## config.mk

```make
export PLATFORM = sky130hd
export DESIGN_NAME = phy_pwr_seq
export DESIGN_NICKNAME = d
export VERILOG_FILES = /design/src/rtl/phy_pwr_seq_pkg.sv /design/src/rtl/phy_seq_timer.sv /design/src/rtl/phy_seq_usecount.sv /design/src/rtl/phy_seq_engine.sv /design/src/rtl/phy_pwr_seq.sv
export SDC_FILE = /design/constraint.sdc
export NUM_CORES = 1
export LEC_CHECK = 0
export BUFFER_PORTS_ARGS = -buffer_cell sky130_fd_sc_hd__buf_2
export CAP_MARGIN = 20
export CORE_UTILIZATION = 45
export CTS_BUF_LIST = sky130_fd_sc_hd__clkbuf_2 sky130_fd_sc_hd__clkbuf_4 sky130_fd_sc_hd__clkbuf_8
export CTS_CLUSTER_DIAMETER = 50
export DETAILED_ROUTE_END_ITERATION = 16
export PLACE_DENSITY_LB_ADDON = 0.2
export SYNTH_ARGS = -nofsm -noshare
export SYNTH_HDL_FRONTEND = slang
export SYNTH_HIERARCHICAL = 1
export SYNTH_SLANG_ARGS = --single-unit
```

## constraint.sdc

```tcl
create_clock -name clk -period 2.3 [get_ports clk]
set_clock_uncertainty 0.05 [all_clocks]
set_input_delay 0.46 -clock clk [delete_from_list [all_inputs] [get_ports clk]]
set_output_delay 0.46 -clock clk [all_outputs]
set_load 0.02 [all_outputs]
```

## src/rtl/phy_pwr_seq_pkg.sv

```systemverilog
package phy_pwr_seq_pkg;
    localparam int WORD_W    = 32;
    localparam int B_RST     = 7;
    localparam int B_REFEN   = 8;
    localparam int B_LANEPWR = 24;
    localparam int B_RETAIN  = 26;
    localparam int B_PADCLK  = 28;

    typedef enum logic [4:0] {
        ST_IDLE,
        ST_I_RST_ON, ST_I_RST_WAIT, ST_I_RST_OFF,
        ST_I_PAD_ON, ST_I_PAD_WAIT,
        ST_I_PWR_ON, ST_I_PWR_WAIT,
        ST_S_REF_OFF, ST_S_PAD_OFF, ST_S_RET_ON, ST_S_XRST_ON,
        ST_R_RST, ST_R_PAD_ON, ST_R_REF_ON, ST_R_RET_OFF,
        ST_R_RST_WAIT, ST_R_RST_OFF
    } seq_state_e;

    typedef enum logic [1:0] {
        WT_RST,
        WT_PAD,
        WT_PWR
    } wait_sel_e;
endpackage

```

## src/rtl/phy_seq_timer.sv

```systemverilog
module phy_seq_timer
    import phy_pwr_seq_pkg::*;
#(
    parameter int CYC_PER_US = 50,
    parameter int RST_US     = 10,
    parameter int PAD_US     = 30000,
    parameter int PWR_US     = 2000
) (
    input  logic      clk,
    input  logic      rst_n,
    input  logic      start,
    input  wait_sel_e sel,
    output logic      expired
);
    localparam int RST_CYC = RST_US * CYC_PER_US;
    localparam int PAD_CYC = PAD_US * CYC_PER_US;
    localparam int PWR_CYC = PWR_US * CYC_PER_US;
    localparam int MAX_A   = (RST_CYC > PAD_CYC) ? RST_CYC : PAD_CYC;
    localparam int MAX_CYC = (MAX_A > PWR_CYC) ? MAX_A : PWR_CYC;
    localparam int CNT_W   = $clog2(MAX_CYC + 1);

    typedef struct packed {
        logic [CNT_W-1:0] cnt;
    } tmr_t;

    tmr_t tmr_d, tmr_q;

    always_comb begin
        tmr_d = tmr_q;
        if (start) begin
            case (sel)
                WT_PAD:  tmr_d.cnt = CNT_W'(PAD_CYC - 1);
                WT_PWR:  tmr_d.cnt = CNT_W'(PWR_CYC - 1);
                default: tmr_d.cnt = CNT_W'(RST_CYC - 1);
            endcase
        end else if (tmr_q.cnt != '0) begin
            tmr_d.cnt = tmr_q.cnt - CNT_W'(1);
        end
    end

    always_ff @(posedge clk or negedge rst_n) begin
        if (!rst_n) tmr_q <= '0;
        else        tmr_q <= tmr_d;
    end

    assign expired = (tmr_q.cnt == '0);

    // a running wait loses exactly one count per cycle
    a_r2_timer_steps: assert property (@(posedge clk) disable iff (!rst_n)
        (!start && tmr_q.cnt != '0) |=> (tmr_q.cnt == $past(tmr_q.cnt) - CNT_W'(1)));
endmodule

```

## src/rtl/phy_seq_usecount.sv

```systemverilog
module phy_seq_usecount #(
    parameter int CNT_W = 4
) (
    input  logic clk,
    input  logic rst_n,
    input  logic dec,
    input  logic inc,
    output logic sus_go,
    output logic res_go,
    output logic underflow
);
    localparam logic [CNT_W-1:0] CNT_MAX = {CNT_W{1'b1}};

    typedef struct packed {
        logic [CNT_W-1:0] cnt;
        logic             susp;
        logic             uf;
    } use_t;

    use_t use_d, use_q;

    assign sus_go    = (use_q.cnt <= CNT_W'(1)) && !use_q.susp;
    assign res_go    = (use_q.cnt == '0) && use_q.susp;
    assign underflow = use_q.uf;

    always_comb begin
        use_d    = use_q;
        use_d.uf = 1'b0;
        if (dec) begin
            use_d.uf = (use_q.cnt == '0);
            if (use_q.cnt != '0) use_d.cnt = use_q.cnt - CNT_W'(1);
            if (sus_go) use_d.susp = 1'b1;
        end else if (inc) begin
            if (use_q.cnt != CNT_MAX) use_d.cnt = use_q.cnt + CNT_W'(1);
            if (res_go) use_d.susp = 1'b0;
        end
    end

    always_ff @(posedge clk or negedge rst_n) begin
        if (!rst_n) use_q <= '0;
        else        use_q <= use_d;
    end

    // the underflow pulse only ever comes with the floor value
    a_r9_floor_held: assert property (@(posedge clk) disable iff (!rst_n)
        use_q.uf |-> (use_q.cnt == '0));
    // an unsaturated resume adds exactly one
    a_r8_inc_one: assert property (@(posedge clk) disable iff (!rst_n)
        (inc && !dec && use_q.cnt != CNT_MAX) |=> (use_q.cnt == $past(use_q.cnt) + CNT_W'(1)));
    // entering suspended state needs a count of at most one before
    a_r7_last_user: assert property (@(posedge clk) disable iff (!rst_n)
        $rose(use_q.susp) |-> ($past(use_q.cnt) <= CNT_W'(1)));
endmodule

```

## src/rtl/phy_seq_engine.sv

```systemverilog
module phy_seq_engine
    import phy_pwr_seq_pkg::*;
(
    input  logic              clk,
    input  logic              rst_n,
    input  logic              init_req,
    input  logic              suspend_req,
    input  logic              resume_req,
    input  logic              ext_reset_mode,
    input  logic              secondary,
    input  logic              sus_go,
    input  logic              res_go,
    input  logic              tmr_exp,
    output logic              cnt_dec,
    output logic              cnt_inc,
    output logic              tmr_start,
    output wait_sel_e         tmr_sel,
    output logic [WORD_W-1:0] ctrl_word,
    output logic              ext_reset,
    output logic              busy,
    output logic              done,
    output logic              refused
);
    typedef struct packed {
        seq_state_e        st;
        logic [WORD_W-1:0] word;
        logic              xrst;
        logic              ext_m;
        logic              sec;
        logic              done;
        logic              refused;
    } eng_t;

    eng_t eng_d, eng_q;

    always_comb begin
        eng_d         = eng_q;
        eng_d.done    = 1'b0;
        eng_d.refused = 1'b0;
        cnt_dec       = 1'b0;
        cnt_inc       = 1'b0;
        tmr_start     = 1'b0;
        tmr_sel       = WT_RST;
        case (eng_q.st)
            ST_IDLE: begin
                if (init_req) begin
                    eng_d.st      = ST_I_RST_ON;
                    eng_d.ext_m   = ext_reset_mode;
                    eng_d.sec     = secondary;
                    eng_d.refused = suspend_req | resume_req;
                end else if (suspend_req) begin
                    cnt_dec       = 1'b1;
                    eng_d.refused = resume_req;
                    if (sus_go) begin
                        eng_d.st    = ST_S_REF_OFF;
                        eng_d.ext_m = ext_reset_mode;
                        eng_d.sec   = secondary;
                    end
                end else if (resume_req) begin
                    cnt_inc = 1'b1;
                    if (res_go) begin
                        eng_d.st    = secondary ? ST_R_PAD_ON : ST_R_RST;
                        eng_d.ext_m = ext_reset_mode;
                        eng_d.sec   = secondary;
                    end
                end
            end
            ST_I_RST_ON: begin
                if (eng_q.ext_m) eng_d.xrst = 1'b1;
                else             eng_d.word[B_RST] = 1'b1;
                tmr_start = 1'b1;
                tmr_sel   = WT_RST;
                eng_d.st  = ST_I_RST_WAIT;
            end
            ST_I_RST_WAIT: if (tmr_exp) eng_d.st = ST_I_RST_OFF;
            ST_I_RST_OFF: begin
                if (eng_q.ext_m) eng_d.xrst = 1'b0;
                else             eng_d.word[B_RST] = 1'b0;
                eng_d.st = ST_I_PAD_ON;
            end
            ST_I_PAD_ON: begin
                eng_d.word[B_PADCLK] = 1'b1;
                tmr_start = 1'b1;
                tmr_sel   = WT_PAD;
                eng_d.st  = ST_I_PAD_WAIT;
            end
            ST_I_PAD_WAIT: if (tmr_exp) eng_d.st = ST_I_PWR_ON;
            ST_I_PWR_ON: begin
                eng_d.word[B_LANEPWR] = 1'b1;
                eng_d.word[B_REFEN]   = 1'b1;
                tmr_start = 1'b1;
                tmr_sel   = WT_PWR;
                eng_d.st  = ST_I_PWR_WAIT;
            end
            ST_I_PWR_WAIT: begin
                if (tmr_exp) begin
                    eng_d.st   = ST_IDLE;
                    eng_d.done = 1'b1;
                end
            end
            ST_S_REF_OFF: begin
                eng_d.word[B_REFEN] = 1'b0;
                eng_d.st = ST_S_PAD_OFF;
            end
            ST_S_PAD_OFF: begin
                eng_d.word[B_PADCLK] = 1'b0;
                eng_d.st = ST_S_RET_ON;
            end
            ST_S_RET_ON: begin
                eng_d.word[B_RETAIN] = 1'b1;
                if (eng_q.ext_m && !eng_q.sec) begin
                    eng_d.st = ST_S_XRST_ON;
                end else begin
                    eng_d.st   = ST_IDLE;
                    eng_d.done = 1'b1;
                end
            end
            ST_S_XRST_ON: begin
                eng_d.xrst = 1'b1;
                eng_d.st   = ST_IDLE;
                eng_d.done = 1'b1;
            end
            ST_R_RST: begin
                if (eng_q.ext_m) eng_d.xrst = 1'b0;
                else             eng_d.word[B_RST] = 1'b1;
                eng_d.st = ST_R_PAD_ON;
            end
            ST_R_PAD_ON: begin
                eng_d.word[B_PADCLK] = 1'b1;
                eng_d.st = ST_R_REF_ON;
            end
            ST_R_REF_ON: begin
                eng_d.word[B_REFEN] = 1'b1;
                eng_d.st = ST_R_RET_OFF;
            end
            ST_R_RET_OFF: begin
                eng_d.word[B_RETAIN] = 1'b0;
                if (eng_q.ext_m || eng_q.sec) begin
                    eng_d.st   = ST_IDLE;
                    eng_d.done = 1'b1;
                end else begin
                    tmr_start = 1'b1;
                    tmr_sel   = WT_RST;
                    eng_d.st  = ST_R_RST_WAIT;
                end
            end
            ST_R_RST_WAIT: if (tmr_exp) eng_d.st = ST_R_RST_OFF;
            ST_R_RST_OFF: begin
                eng_d.word[B_RST] = 1'b0;
                eng_d.st   = ST_IDLE;
                eng_d.done = 1'b1;
            end
            default: eng_d.st = ST_IDLE;
        endcase
        if (eng_q.st != ST_IDLE)
            eng_d.refused = init_req | suspend_req | resume_req;
    end

    always_ff @(posedge clk or negedge rst_n) begin
        if (!rst_n) eng_q <= '0;
        else        eng_q <= eng_d;
    end

    assign ctrl_word = eng_q.word;
    assign ext_reset = eng_q.xrst;
    assign busy      = (eng_q.st != ST_IDLE);
    assign done      = eng_q.done;
    assign refused   = eng_q.refused;

    // retention only goes on after reference clock and its enable are off
    a_r4_retain_last: assert property (@(posedge clk) disable iff (!rst_n)
        $rose(eng_q.word[B_RETAIN]) |-> (!eng_q.word[B_REFEN] && !eng_q.word[B_PADCLK]));
    // retention is released only with clock source and enable back on
    a_r5_release_after_clock: assert property (@(posedge clk) disable iff (!rst_n)
        $fell(eng_q.word[B_RETAIN]) |-> (eng_q.word[B_REFEN] && eng_q.word[B_PADCLK]));
    // lane power comes up with clock running and reset released
    a_r2_power_after_clock: assert property (@(posedge clk) disable iff (!rst_n)
        $rose(eng_q.word[B_LANEPWR]) |-> (eng_q.word[B_REFEN] && eng_q.word[B_PADCLK] && !eng_q.word[B_RST]));
    // outputs move only while a sequence was running
    a_r10_quiet_idle: assert property (@(posedge clk) disable iff (!rst_n)
        !($stable(eng_q.word) && $stable(eng_q.xrst)) |-> $past(eng_q.st != ST_IDLE));
    // done is a single-cycle pulse seen with busy low
    a_r13_done_pulse: assert property (@(posedge clk) disable iff (!rst_n)
        eng_q.done |=> !eng_q.done);
    a_r13_done_idle: assert property (@(posedge clk) disable iff (!rst_n)
        eng_q.done |-> (eng_q.st == ST_IDLE));
endmodule

```

## src/rtl/phy_pwr_seq.sv

```systemverilog
module phy_pwr_seq
    import phy_pwr_seq_pkg::*;
#(
    parameter int CYC_PER_US = 50,
    parameter int RST_US     = 10,
    parameter int PAD_US     = 30000,
    parameter int PWR_US     = 2000,
    parameter int USE_CNT_W  = 4
) (
    input  logic              clk,
    input  logic              rst_n,
    input  logic              init_req,
    input  logic              suspend_req,
    input  logic              resume_req,
    input  logic              ext_reset_mode,
    input  logic              secondary,
    output logic [WORD_W-1:0] ctrl_word,
    output logic              ext_reset,
    output logic              busy,
    output logic              done,
    output logic              refused,
    output logic              underflow
);
    logic      sus_go, res_go, cnt_dec, cnt_inc, tmr_start, tmr_exp;
    wait_sel_e tmr_sel;

    phy_seq_engine u_engine (
        .clk            (clk),
        .rst_n          (rst_n),
        .init_req       (init_req),
        .suspend_req    (suspend_req),
        .resume_req     (resume_req),
        .ext_reset_mode (ext_reset_mode),
        .secondary      (secondary),
        .sus_go         (sus_go),
        .res_go         (res_go),
        .tmr_exp        (tmr_exp),
        .cnt_dec        (cnt_dec),
        .cnt_inc        (cnt_inc),
        .tmr_start      (tmr_start),
        .tmr_sel        (tmr_sel),
        .ctrl_word      (ctrl_word),
        .ext_reset      (ext_reset),
        .busy           (busy),
        .done           (done),
        .refused        (refused)
    );

    phy_seq_usecount #(.CNT_W(USE_CNT_W)) u_usecount (
        .clk       (clk),
        .rst_n     (rst_n),
        .dec       (cnt_dec),
        .inc       (cnt_inc),
        .sus_go    (sus_go),
        .res_go    (res_go),
        .underflow (underflow)
    );

    phy_seq_timer #(
        .CYC_PER_US (CYC_PER_US),
        .RST_US     (RST_US),
        .PAD_US     (PAD_US),
        .PWR_US     (PWR_US)
    ) u_timer (
        .clk     (clk),
        .rst_n   (rst_n),
        .start   (tmr_start),
        .sel     (tmr_sel),
        .expired (tmr_exp)
    );
endmodule

```

==> metrics.txt, run 1 <==
# TYPE chip_impl_metric gauge
chip_impl_info{name="status",value="finished clean"} 1
chip_impl_metric{name="hold-worst-slack",unit="ns"} 0.321
chip_impl_metric{name="num_vias",unit=""} 2543
chip_impl_metric{name="count_of_different_cell_masters_after_synthesis",unit=""} 62
chip_impl_metric{name="htree_levels",unit=""} 2
chip_impl_metric{name="grt.met2_usage",unit="%"} 32.0
chip_impl_info{name="dominant_combinational_cell_family_by_area_after_synthesis",value="simple AND/OR/NAND/NOR gates"} 1
chip_impl_metric{name="std_cell_rows",unit=""} 29
chip_impl_metric{name="routedWlPerCell",unit="um"} 14.1
chip_impl_metric{name="top_level_ports",unit=""} 44
chip_impl_metric{name="power_density",unit="nW/um^2"} 397
chip_impl_metric{name="met1_usage",unit="%"} 26.1
chip_impl_metric{name="setup_viol_count_final",unit=""} 0
chip_impl_info{name="synthMostInstantiatedCell",value="sky130_fd_sc_hd__dfrtp_1"} 1
chip_impl_metric{name="cp_data_arrival_time",unit="ns"} 2.35
chip_impl_metric{name="cap_violations",unit=""} 0
chip_impl_metric{name="post-route-min-period",unit="ns"} 2.20
chip_impl_metric{name="clock-sinks",unit=""} 42
chip_impl_metric{name="final_max_slew_viol_count",unit=""} 0
chip_impl_metric{name="dp_slack",unit="ns"} -0.00111
chip_impl_metric{name="yosysSeqAreaShare",unit="%"} 35.3
chip_impl_metric{name="detail_route.vias_per_cell",unit=""} 5.50
chip_impl_info{name="worstHoldPathType",value="input pin to flop"} 1
chip_impl_metric{name="clk-insertion-delay-late",unit="ns"} 0.30
chip_impl_metric{name="required_time_of_the_worst_setup_path",unit="ns"} 2.44
chip_impl_metric{name="p_leak",unit="uW"} 0.00141
chip_impl_metric{name="global_route_wire_length_before_repair",unit="mm"} 11.1
chip_impl_metric{name="drt.antenna.violating_nets",unit=""} 0
chip_impl_info{name="synth_area_leader_cell",value="sky130_fd_sc_hd__dfrtp_1"} 1
chip_impl_metric{name="synthCells",unit=""} 345
chip_impl_metric{name="fraction_of_registers_with_async_set_or_reset_after_synthesis",unit="%"} 100
chip_impl_info{name="cts_tree",value="yes"} 1
chip_impl_metric{name="clkTransAtPathRegs",unit="ns"} 0.08
chip_impl_metric{name="layout-drive-gt1-share",unit="%"} 22.6
chip_impl_info{name="rsz_0062_raised_after_global_routing",value="false"} 1
chip_impl_metric{name="groute.usage.overall",unit="%"} 19.7
chip_impl_info{name="synth.top_cells.by_count",value="sky130_fd_sc_hd__dfrtp_1, sky130_fd_sc_hd__buf_4, sky130_fd_sc_hd__nor2_1, sky130_fd_sc_hd__o21ai_0, sky130_fd_sc_hd__nand2_1"} 1
chip_impl_metric{name="die_width",unit="um"} 83.3
chip_impl_metric{name="vdd_ir_drop_max",unit="V"} 0.000212
chip_impl_metric{name="detailed_placer_s_ending_hpwl",unit="mm"} 4.88
chip_impl_metric{name="synth_mux_area_share",unit="%"} 2.90
chip_impl_metric{name="dr.pass1.iters",unit=""} 4
chip_impl_metric{name="antenna_found_initial",unit=""} 0
chip_impl_metric{name="iter_0_drt_violations",unit=""} 102
chip_impl_metric{name="cts_buffers",unit=""} 5
chip_impl_metric{name="crit_path_max_fanout",unit=""} 3
chip_impl_metric{name="synth.avg_cell_area",unit="um^2"} 8.63
chip_impl_metric{name="post_synth_instance_area",unit="um^2"} 2980
chip_impl_metric{name="post_synth_adder_cell_area",unit="%"} 4.12
chip_impl_metric{name="synthDominantCellAreaShare",unit="%"} 35.3
chip_impl_metric{name="hold_violation_count_in_the_final_report",unit=""} 0
chip_impl_metric{name="port_buffers",unit=""} 16
chip_impl_metric{name="area_of_the_die",unit="um^2"} 6940
chip_impl_metric{name="nNetsFinal",unit=""} 401
chip_impl_info{name="post_synth_main_area_contributors",value="sky130_fd_sc_hd__dfrtp_1, sky130_fd_sc_hd__buf_4, sky130_fd_sc_hd__o21ai_0, sky130_fd_sc_hd__ha_1, sky130_fd_sc_hd__nor2_1"} 1
chip_impl_metric{name="number_of_global_route_vias_before_repair",unit=""} 2361
chip_impl_metric{name="synth-warning-count",unit=""} 6
chip_impl_metric{name="wirelength",unit="mm"} 6.50
chip_impl_info{name="worstSetupEndpointType",value="flop"} 1
chip_impl_metric{name="global_route_congestion_overflow_total",unit=""} 0
chip_impl_metric{name="core",unit="um^2"} 6350
chip_impl_metric{name="number_of_synthesized_flops_with_an_enable_pin",unit=""} 0
chip_impl_metric{name="die_height",unit="um"} 83.3
chip_impl_info{name="dominantRegCellSynth",value="sky130_fd_sc_hd__dfrtp_1"} 1
chip_impl_metric{name="achievable-frequency",unit="MHz"} 454
chip_impl_metric{name="fin_worst_setup_slack",unit="ns"} 0.0954
chip_impl_metric{name="initial_utilization",unit="%"} 46.9
chip_impl_metric{name="synth-seq-cells",unit=""} 42
chip_impl_info{name="critPathKind",value="flop to flop"} 1
chip_impl_metric{name="fin_crit_sh",unit="%"} 95.9
chip_impl_metric{name="detail_route.drc_violations",unit=""} 0
chip_impl_metric{name="fraction_of_the_mapped_netlist_area_in_simple_logic_gates",unit="%"} 24.9
chip_impl_metric{name="synth_compound_area_share",unit="%"} 17.6
chip_impl_info{name="cts_root_buffer",value="sky130_fd_sc_hd__clkbuf_8"} 1
chip_impl_metric{name="area_growth",unit="%"} 12.6
chip_impl_metric{name="final_estimated_routing_congestion_in_global_placement",unit=""} 0.842
chip_impl_metric{name="pin_count_of_the_biggest_net_entering_global_routing",unit=""} 18
chip_impl_metric{name="cts_max_path_buffers",unit=""} 2
chip_impl_metric{name="n_antenna_cell",unit=""} 0
chip_impl_metric{name="grt_use_met3",unit="%"} 3.18
chip_impl_info{name="globalRoute.busiestLayer",value="met2"} 1
chip_impl_metric{name="synth_xor_xnor_area_share",unit="%"} 2.94
chip_impl_info{name="worst_setup_path_start_kind",value="flop"} 1
-- per-stage QoR --
| stage | TNS [ns] | instances | power, uW | cell area, um^2 | util, % |
|---|---|---|---|---|---|
| detailed placement | -0.00111 | 453 | 864 | 3210 | 50.6 |
| global route | 0 | 462 | 1390 | 3350 | 52.8 |
| finish | 0 | 462 | 1330 | 3350 | 52.8 |
| floorplan | 0 | 371 | 865 | 3070 | - |
| CTS | 0 | 461 | 1350 | 3310 | 52.2 |
| global placement | 0 | 453 | 862 | 3210 | 50.6 |
-- area by class of cell --
type / instances / area, um^2
tap: 77 / 96.3
sequential: 42 / 1050
timing repair buffer: 54 / 368
clock inverter: 1 / 7.51
inverter: 14 / 52.6
multi-input combinational: 268 / 1700
clock buffer: 6 / 76.3
fill: 598 / 3000
-- critical path: stages (launching register included) --
cell and delay [ns]:
sky130_fd_sc_hd__dfrtp_1 0.36, sky130_fd_sc_hd__inv_1 0.06, sky130_fd_sc_hd__ha_1 0.19, sky130_fd_sc_hd__nor4b_1 0.14, sky130_fd_sc_hd__buf_4 0.14, sky130_fd_sc_hd__and4_1 0.18, sky130_fd_sc_hd__and3_4 0.20, sky130_fd_sc_hd__or4_4 0.43
sky130_fd_sc_hd__o211a_4 0.17, sky130_fd_sc_hd__a22o_1 0.19
-- repair_timing --
| item | 4_1_cts | 5_1_grt |
|---|---|---|
| pin swaps | 0 | 3 |
| gates cloned | 0 | 0 |
| hold buffers | 1 | 0 |
| hold endpoints to repair | 11 | 0 |
| setup buffers | 0 | 1 |
| setup endpoints to repair | 3 | 8 |
| resized for setup | 1 | 7 |
-- where the power goes --
group / total, uW / switching (uW) / internal (uW)
sequential: 751 / 6.93 / 744
clock: 479 / 258 / 220
combinational: 98.8 / 76.4 / 22.4
-- routing by layer --
metal / up-vias / wire, um / part of all wire, %
met5: - / 0 / 0
met1: 1213 / 2990 / 46
met3: 12 / 213 / 3.3
li1: 1269 / - / -
met2: 49 / 3140 / 48
met4: 0 / 149 / 2.3
-- registers in the layout, indices dropped and copies added, names as in the netlist --
register	flops
u_engine/ctrl_word	5
u_engine/refused	1
u_timer/tmr_q	21
u_usecount/underflow	1
u_engine/eng_q	7
u_engine/ext_reset	1
u_engine/done	1
u_usecount/use_q	5
-- path summary, 6_finish.rpt --
check,startpoint,to,slack [ns],cells after the start
worst min-delay path,ext_reset_mode,u_engine/eng_q[3],0.32,3
worst max register to register,u_timer/tmr_q[0],u_engine/eng_q[38],0.1,9
max in group asynchronous,rst_n,u_engine/eng_q[38],1.14,3
worst max-delay path,u_timer/tmr_q[0],u_engine/eng_q[38],0.1,9
worst min register to register,u_engine/ctrl_word[24],u_engine/ctrl_word[24],0.42,1
min in group asynchronous,rst_n,u_engine/ctrl_word[26],0.52,2
-- cells by family after synthesis --
| logic type | after synthesis |
|---|---|
| XOR/XNOR | 10 |
| AO/OA/AOI/OAI | 81 |
| multiplexers | 8 |
| adder cells (fa/ha/maj) | 10 |
| buffers and inverters | 61 |
| AND/OR/NAND/NOR | 132 |
| other | 1 |
| flip-flops | 42 |
-- layout by cell type, fill, tap and decap left out, types with 2 or more instances in the layout --
cell and instances:
sky130_fd_sc_hd__dfrtp_1 41, sky130_fd_sc_hd__buf_4 37, sky130_fd_sc_hd__nor2_1 27, sky130_fd_sc_hd__o21ai_0 27, sky130_fd_sc_hd__conb_1 27, sky130_fd_sc_hd__nand2_1 22
sky130_fd_sc_hd__buf_2 16, sky130_fd_sc_hd__nor3_1 16, sky130_fd_sc_hd__a21oi_1 13, sky130_fd_sc_hd__inv_1 12, sky130_fd_sc_hd__or3_1 9, sky130_fd_sc_hd__ha_1 9
sky130_fd_sc_hd__nor4_1 8, sky130_fd_sc_hd__xnor2_1 7, sky130_fd_sc_hd__a31oi_1 7, sky130_fd_sc_hd__nand2b_1 6, sky130_fd_sc_hd__nor2b_1 6, sky130_fd_sc_hd__o31ai_1 6
sky130_fd_sc_hd__clkbuf_8 5, sky130_fd_sc_hd__nand3_1 5, sky130_fd_sc_hd__mux2_2 5, sky130_fd_sc_hd__o31a_1 5, sky130_fd_sc_hd__and4_1 4, sky130_fd_sc_hd__nand2_2 3
sky130_fd_sc_hd__xor2_1 3, sky130_fd_sc_hd__o21a_1 3, sky130_fd_sc_hd__mux2i_1 3, sky130_fd_sc_hd__nand4_1 3, sky130_fd_sc_hd__or4_1 3, sky130_fd_sc_hd__and3_1 2
sky130_fd_sc_hd__nor3_4 2, sky130_fd_sc_hd__o22ai_1 2, sky130_fd_sc_hd__a22oi_1 2, sky130_fd_sc_hd__a22o_1 2, sky130_fd_sc_hd__or4_4 2, sky130_fd_sc_hd__or2_2 2
sky130_fd_sc_hd__nor4b_1 2
Power figures use the tool's default switching activity.
==> inputs of run 2 (changes only) <==
Settings changed: CELL_PAD_IN_SITES_DETAIL_PLACEMENT set to 2, CELL_PAD_IN_SITES_GLOBAL_PLACEMENT set to 2, CORE_UTILIZATION 45 to 32, SLEW_MARGIN set to 40.
==> metrics.txt, run 2 (same netlist as run 1, synthesis figures left out) <==
# TYPE chip_impl_metric gauge
chip_impl_metric{name="total_power",unit="uW"} 1480
chip_impl_metric{name="largest_register_ffs",unit=""} 21
chip_impl_metric{name="hold_violation_count_in_the_final_report",unit=""} 0
chip_impl_metric{name="multi_input_comb_area",unit="um^2"} 1720
chip_impl_info{name="critPathKind",value="flop to flop"} 1
chip_impl_metric{name="utilization",unit="%"} 39.1
chip_impl_metric{name="top_level_ports",unit=""} 44
chip_impl_info{name="status",value="finished clean"} 1
chip_impl_metric{name="cp_data_arrival_time",unit="ns"} 2.35
chip_impl_metric{name="required_time_of_the_worst_setup_path",unit="ns"} 2.48
chip_impl_metric{name="fin_crit_sh",unit="%"} 94.7
chip_impl_info{name="timing.rr.start",value="u_engine/eng_q[38]"} 1
chip_impl_metric{name="area_growth",unit="%"} 16.3
chip_impl_metric{name="iter_0_drt_violations",unit=""} 57
chip_impl_metric{name="antenna_found_initial",unit=""} 0
chip_impl_info{name="worstSetupEndpointType",value="flop"} 1
chip_impl_metric{name="worst_slew_margin_rel",unit="%"} 60.2
chip_impl_info{name="largest_registers",value="u_timer/tmr_q (21), u_engine/eng_q (7)"} 1
chip_impl_metric{name="layout-drive-gt1-share",unit="%"} 24.7
chip_impl_metric{name="sequential_cell_area",unit="um^2"} 1050
chip_impl_metric{name="stdcell_count",unit=""} 497
chip_impl_metric{name="die_width",unit="um"} 98.4
chip_impl_metric{name="cap_violations",unit=""} 0
chip_impl_metric{name="number_of_global_route_vias_before_repair",unit=""} 2785
chip_impl_metric{name="rrSetupSlack",unit="ns"} 0.12
chip_impl_metric{name="cts_buffers",unit=""} 5
chip_impl_metric{name="routedWlPerCell",unit="um"} 16.9
chip_impl_metric{name="achievable-frequency",unit="MHz"} 459
chip_impl_metric{name="dr.pass1.iters",unit=""} 6
chip_impl_metric{name="clock-sinks",unit=""} 42
chip_impl_metric{name="global_route_wire_length_before_repair",unit="mm"} 14.0
chip_impl_metric{name="final_max_slew_viol_count",unit=""} 0
chip_impl_metric{name="clk-insertion-delay-late",unit="ns"} 0.30
chip_impl_info{name="layout_commonest_cell",value="sky130_fd_sc_hd__dfrtp_1"} 1
chip_impl_metric{name="drt.antenna.violating_nets",unit=""} 0
chip_impl_metric{name="std_cell_rows",unit=""} 34
chip_impl_metric{name="global_route_congestion_overflow_total",unit=""} 0
chip_impl_metric{name="hold-worst-slack",unit="ns"} 0.204
chip_impl_metric{name="groute.usage.overall",unit="%"} 18.2
chip_impl_metric{name="core",unit="um^2"} 8850
chip_impl_metric{name="final_estimated_routing_congestion_in_global_placement",unit=""} 0.769
chip_impl_metric{name="vdd_ir_drop_max",unit="V"} 0.000216
chip_impl_metric{name="num_vias",unit=""} 2653
chip_impl_metric{name="nNetsFinal",unit=""} 404
chip_impl_metric{name="pin_count_of_the_biggest_net_entering_global_routing",unit=""} 43
chip_impl_metric{name="power_density",unit="nW/um^2"} 427
chip_impl_metric{name="tightest_slew",unit="ns"} 0.596
chip_impl_metric{name="detailed_placer_s_ending_hpwl",unit="mm"} 6.39
chip_impl_info{name="layout.cells.most_common_list",value="sky130_fd_sc_hd__dfrtp_1, sky130_fd_sc_hd__buf_4, sky130_fd_sc_hd__nor2_1, sky130_fd_sc_hd__conb_1, sky130_fd_sc_hd__o21ai_0"} 1
chip_impl_info{name="worstHoldPathType",value="input pin to asynchronous set/reset pin"} 1
chip_impl_info{name="cts_tree",value="yes"} 1
chip_impl_metric{name="cts_max_path_buffers",unit=""} 2
chip_impl_metric{name="die_height",unit="um"} 98.4
chip_impl_metric{name="setup_viol_count_final",unit=""} 0
chip_impl_metric{name="initial_utilization",unit="%"} 33.6
chip_impl_metric{name="htree_levels",unit=""} 2
chip_impl_metric{name="n_antenna_cell",unit=""} 0
chip_impl_metric{name="crit_path_max_fanout",unit=""} 7
chip_impl_info{name="worst_setup_path_start_kind",value="flop"} 1
chip_impl_metric{name="detail_route.drc_violations",unit=""} 0
chip_impl_metric{name="path_depth_of_the_worst_reg2reg_path",unit=""} 9
chip_impl_metric{name="detail_route.vias_per_cell",unit=""} 5.34
chip_impl_metric{name="wirelength",unit="mm"} 8.42
chip_impl_metric{name="port_buffers",unit=""} 16
chip_impl_metric{name="post-route-min-period",unit="ns"} 2.18
chip_impl_metric{name="final.fill_count",unit=""} 1050
chip_impl_info{name="worst_r2r_endpoint",value="u_usecount/use_q[3]"} 1
chip_impl_metric{name="place_inst",unit=""} 487
chip_impl_info{name="cts_root_buffer",value="sky130_fd_sc_hd__clkbuf_8"} 1
chip_impl_metric{name="p_leak",unit="uW"} 0.00148
chip_impl_metric{name="area_of_the_die",unit="um^2"} 9690
chip_impl_info{name="largest-register",value="u_timer/tmr_q"} 1
chip_impl_metric{name="clkTransAtPathRegs",unit="ns"} 0.09
[run 2: cell types whose count changed in the layout (fill, tap and decap cells not counted), sizes merged]
cell / change
buf: +4
bufinv: +1
dlygate4sd3: -1
[run 2: cell type report]
cell class / instances / area share, %
well taps: 108 / 3.90
repair buffers: 57 / 11.2
clock buffers: 6 / 2.21
inverters: 14 / 1.52
clock inverters: 2 / 1.08
flip-flops and latches: 42 / 30.4
multi-input cells: 268 / 49.7
[run 2: power by group]
part	switching [uW]	total [uW]	internal [uW]
Combinational	79.5	100	20.5
Sequential	7.54	752	744
Clock	289	626	337
[run 2: worst max path at each step]
stage	start	endpoint	slack, ns	depth (start not counted)
global route	u_engine/eng_q[38]	u_usecount/use_q[3]	-0.004	9
floorplan	u_engine/eng_q[37]	u_timer/tmr_q[12]	0.01	10
finish	u_engine/eng_q[38]	u_usecount/use_q[3]	0.12	9
CTS	u_timer/tmr_q[0]	u_engine/eng_q[39]	0.00001	10
global placement	u_timer/tmr_q[0]	u_engine/eng_q[38]	0.05	9
detailed placement	u_timer/tmr_q[0]	u_engine/eng_q[39]	-0.03	10
[run 2: critical path, cell delays in order (launching register included)]
cell	delay [ns]
sky130_fd_sc_hd__dfrtp_1	0.47
sky130_fd_sc_hd__nor3_2	0.31
sky130_fd_sc_hd__nand2_2	0.15
sky130_fd_sc_hd__nor4b_1	0.35
sky130_fd_sc_hd__buf_4	0.18
sky130_fd_sc_hd__nor2_1	0.06
sky130_fd_sc_hd__nor3_4	0.24
sky130_fd_sc_hd__buf_4	0.17
sky130_fd_sc_hd__nand2_1	0.04
sky130_fd_sc_hd__o21ai_0	0.07
[run 2: repair_timing]
| action | 4_1_cts | 5_1_grt |
|---|---|---|
| hold endpoints to repair | 0 | 0 |
| hold buffers | 0 | 0 |
| setup endpoints to repair | 2 | 12 |
| setup buffers | 0 | 3 |
| pin swaps | 0 | 4 |
| resized for setup | 1 | 13 |
[run 2: layer usage]
| layer | track usage, % | routed length (um) | vias up |
|---|---|---|---|
| met1 | 22.9 | 3880 | 1353 |
| met5 | 0 | 0 | - |
| li1 | - | - | 1269 |
| met4 | 4.48 | 81 | 0 |
| met3 | 2.55 | 145 | 5 |
| met2 | 32.8 | 4310 | 26 |
[run 2: stage by stage]
stage / worst slack, ns / setup TNS [ns] / instance area [um^2]
6_report: 0.122 / 0 / 3460
5_1_grt: -0.00426 / -0.00426 / 3460
4_1_cts: 0.00000955 / 0 / 3390
3_5_place_dp: -0.0282 / -0.0282 / 3270
3_3_place_gp: 0.0549 / 0 / 3270
2_1_floorplan: 0.0148 / 0 / 3070
==> inputs of run 3 (changes only) <==
Settings changed: ABC_AREA set to 1, CORE_UTILIZATION 32 to 30.
==> metrics.txt, run 3 <==
# TYPE chip_impl_metric gauge
chip_impl_metric{name="global_route_wire_length_before_repair",unit="mm"} 15.8
chip_impl_metric{name="final.fill_count",unit=""} 1275
chip_impl_info{name="largest-register",value="u_timer/tmr_q"} 1
chip_impl_info{name="layout_commonest_cell",value="sky130_fd_sc_hd__nand2_1"} 1
chip_impl_metric{name="post-route-min-period",unit="ns"} 2.06
chip_impl_metric{name="clock_network_fraction_of_total_power",unit="%"} 40.0
chip_impl_info{name="largest_registers",value="u_timer/tmr_q (21), u_engine/eng_q (7)"} 1
chip_impl_metric{name="initial_utilization",unit="%"} 31.0
chip_impl_metric{name="hold-worst-slack",unit="ns"} 0.324
chip_impl_metric{name="dr.pass1.iters",unit=""} 4
chip_impl_info{name="status",value="finished clean"} 1
chip_impl_metric{name="num_vias",unit=""} 2862
chip_impl_metric{name="die_width",unit="um"} 105
chip_impl_metric{name="detailed_placer_s_ending_hpwl",unit="mm"} 7.47
chip_impl_metric{name="count_of_different_cell_masters_after_synthesis",unit=""} 37
chip_impl_metric{name="setup_viol_count_final",unit=""} 0
chip_impl_metric{name="n_antenna_cell",unit=""} 0
chip_impl_metric{name="area_of_the_die",unit="um^2"} 11100
chip_impl_metric{name="iter_0_drt_violations",unit=""} 98
chip_impl_metric{name="std_cell_rows",unit=""} 37
chip_impl_info{name="synth_area_leader_cell",value="sky130_fd_sc_hd__dfrtp_1"} 1
chip_impl_metric{name="die_height",unit="um"} 105
chip_impl_info{name="critPathKind",value="flop to flop"} 1
chip_impl_metric{name="clkTransAtPathRegs",unit="ns"} 0.09
chip_impl_metric{name="global_route_congestion_overflow_total",unit=""} 0
chip_impl_metric{name="area_growth",unit="%"} 7.71
chip_impl_metric{name="final_estimated_routing_congestion_in_global_placement",unit=""} 0.896
chip_impl_metric{name="core",unit="um^2"} 10300
chip_impl_metric{name="synthDominantCellAreaShare",unit="%"} 32.9
chip_impl_info{name="layout.cells.most_common_list",value="sky130_fd_sc_hd__nand2_1, sky130_fd_sc_hd__nor2_1, sky130_fd_sc_hd__inv_1, sky130_fd_sc_hd__dfrtp_1, sky130_fd_sc_hd__nand3_1"} 1
chip_impl_metric{name="p_leak",unit="uW"} 0.00183
chip_impl_metric{name="final_max_slew_viol_count",unit=""} 0
chip_impl_metric{name="htree_levels",unit=""} 2
chip_impl_metric{name="fin_crit_sh",unit="%"} 89.5
chip_impl_metric{name="largest_register_ffs",unit=""} 21
chip_impl_metric{name="total_power",unit="uW"} 1370
chip_impl_metric{name="switching_share",unit="%"} 26.6
chip_impl_metric{name="number_of_global_route_vias_before_repair",unit=""} 3104
chip_impl_info{name="cts_root_buffer",value="sky130_fd_sc_hd__clkbuf_8"} 1
chip_impl_metric{name="detail_route.drc_violations",unit=""} 0
chip_impl_metric{name="antenna_found_initial",unit=""} 0
chip_impl_metric{name="p_switching",unit="uW"} 365
chip_impl_metric{name="clk-insertion-delay-late",unit="ns"} 0.30
chip_impl_metric{name="cts_max_path_buffers",unit=""} 2
chip_impl_metric{name="number_of_synthesized_flops_with_an_enable_pin",unit=""} 0
chip_impl_metric{name="synth.avg_cell_area",unit="um^2"} 7.07
chip_impl_metric{name="achievable-frequency",unit="MHz"} 486
chip_impl_metric{name="wirelength",unit="mm"} 9.16
chip_impl_metric{name="nNetsFinal",unit=""} 491
chip_impl_metric{name="clock-sinks",unit=""} 42
chip_impl_metric{name="seq_power_share",unit="%"} 54.2
chip_impl_info{name="synth.top_cells.by_count",value="sky130_fd_sc_hd__nand2_1, sky130_fd_sc_hd__nor2_1, sky130_fd_sc_hd__inv_1, sky130_fd_sc_hd__dfrtp_1, sky130_fd_sc_hd__nand3_1"} 1
chip_impl_metric{name="layout-drive-gt1-share",unit="%"} 16.6
chip_impl_metric{name="power_frac_comb",unit="%"} 5.9
chip_impl_info{name="dominantRegCellSynth",value="sky130_fd_sc_hd__dfrtp_1"} 1
chip_impl_info{name="rsz_0062_raised_after_global_routing",value="false"} 1
chip_impl_metric{name="synth-warning-count",unit=""} 6
chip_impl_metric{name="drt.antenna.violating_nets",unit=""} 0
chip_impl_metric{name="cp_data_arrival_time",unit="ns"} 2.20
chip_impl_metric{name="utilization",unit="%"} 33.4
chip_impl_info{name="cts_tree",value="yes"} 1
chip_impl_metric{name="pin_count_of_the_biggest_net_entering_global_routing",unit=""} 18
chip_impl_info{name="worstHoldPathType",value="input pin to flop"} 1
chip_impl_metric{name="cts_buffers",unit=""} 5
chip_impl_info{name="worstSetupEndpointType",value="flop"} 1
chip_impl_metric{name="fraction_of_registers_with_async_set_or_reset_after_synthesis",unit="%"} 100
chip_impl_metric{name="internal-power",unit="uW"} 1010
chip_impl_info{name="worst_setup_path_start_kind",value="flop"} 1
chip_impl_metric{name="vdd_ir_drop_max",unit="V"} 0.000198
chip_impl_metric{name="top_level_ports",unit=""} 44
chip_impl_metric{name="hold_violation_count_in_the_final_report",unit=""} 0
chip_impl_metric{name="cap_violations",unit=""} 0
chip_impl_metric{name="post_synth_instance_area",unit="um^2"} 3200
chip_impl_metric{name="port_buffers",unit=""} 16
chip_impl_metric{name="yosysSeqAreaShare",unit="%"} 32.9
chip_impl_metric{name="power_density",unit="nW/um^2"} 399
chip_impl_info{name="synthMostInstantiatedCell",value="sky130_fd_sc_hd__nand2_1"} 1
chip_impl_metric{name="setup-tns-final",unit="ns"} 0
chip_impl_metric{name="fin_worst_setup_slack",unit="ns"} 0.242
chip_impl_metric{name="detail_route.vias_per_cell",unit=""} 4.68
chip_impl_metric{name="groute.usage.overall",unit="%"} 18.0
chip_impl_metric{name="dp_slack",unit="ns"} 0.230
chip_impl_metric{name="required_time_of_the_worst_setup_path",unit="ns"} 2.44
chip_impl_metric{name="synth-seq-cells",unit=""} 42
chip_impl_metric{name="synthCells",unit=""} 452
chip_impl_info{name="post_synth_main_area_contributors",value="sky130_fd_sc_hd__dfrtp_1, sky130_fd_sc_hd__nand2_1, sky130_fd_sc_hd__buf_4, sky130_fd_sc_hd__nor2_1, sky130_fd_sc_hd__nand3_1"} 1
chip_impl_metric{name="routedWlPerCell",unit="um"} 15.0
chip_impl_metric{name="crit_path_max_fanout",unit=""} 5
## run 3: final timing paths
kind / to / startpoint / slack [ns] / depth (start not counted)
worst max-delay path: u_timer/tmr_q[5] / u_engine/eng_q[39] / 0.24 / 11
worst min-delay path: u_engine/eng_q[3] / ext_reset_mode / 0.32 / 3
worst max register to register: u_timer/tmr_q[5] / u_engine/eng_q[39] / 0.24 / 11
worst min register to register: u_engine/ctrl_word[24] / u_engine/ctrl_word[24] / 0.43 / 1
max in group asynchronous: u_engine/eng_q[39] / rst_n / 1.09 / 3
min in group asynchronous: u_timer/tmr_q[3] / rst_n / 0.53 / 2
## run 3: worst max-delay path: stages, from the launching register on
cell and delay (ns):
sky130_fd_sc_hd__dfrtp_2 0.45, sky130_fd_sc_hd__inv_1 0.07, sky130_fd_sc_hd__nor2_1 0.17, sky130_fd_sc_hd__nand2_1 0.15
sky130_fd_sc_hd__inv_1 0.11, sky130_fd_sc_hd__nand2_1 0.08, sky130_fd_sc_hd__inv_1 0.10, sky130_fd_sc_hd__inv_1 0.07
sky130_fd_sc_hd__ha_1 0.29, sky130_fd_sc_hd__or2_4 0.28, sky130_fd_sc_hd__o21ai_0 0.08, sky130_fd_sc_hd__nor2_1 0.06
## run 3: stage by stage
stage	instance area (um^2)	std cells
after CTS	3440	612
after detailed placement	3340	603
after floorplan	3290	478
after global placement	3340	603
final	3440	612
after global routing	3440	612
## run 3: power groups by stage
stage                     Sequential [uW]  Clock [uW]  Combinational, uW
after global placement                759           0               79.5
after floorplan                       759           0               84.3
after CTS                             744         575               81.9
after global routing                  745         594               90.4
final                                 744         549               80.8
after detailed placement              759           0               80.5
## run 3: what timing repair did
action / in CTS / in global routing
setup buffers: 0 / 0
resized for setup: 0 / 1
setup endpoints to repair: 0 / 2
hold buffers: 1 / 0
endpoints found under the hold margin: 11 / 0
## run 3: logic make-up (layout without fill, tap and decap cells)
kind of cell    count (synthesis)  in the layout  synth area share [%]
xor+xnor                        7              7                  1.92
other cells                     1             27                 0.117
compound gates                 36             36                  6.46
simple gates                  267            267                  40.0
fa+ha+maj                       9              9                  3.52
buf+inv                        90             88                  15.1
flops                          42             42                  32.9
## run 3: area by class of cell
class,count,area [um^2],share of cell area [%]
timing repair buffer,26,158,4.58
clock buffer,7,90.1,2.62
multi-input combinational,346,1760,51.1
clock inverter,1,5.00,0.145
sequential,42,1050,30.6
inverter,54,208,6.03
tap,136,170,4.94
## run 3: per-layer routing
metal,track usage (%),wire length [um],vias up
met3,2.04,165,6
met2,33.3,4710,35
met1,22.1,4210,1405
li1,-,-,1416
met5,0,0,-
met4,4.12,80,0
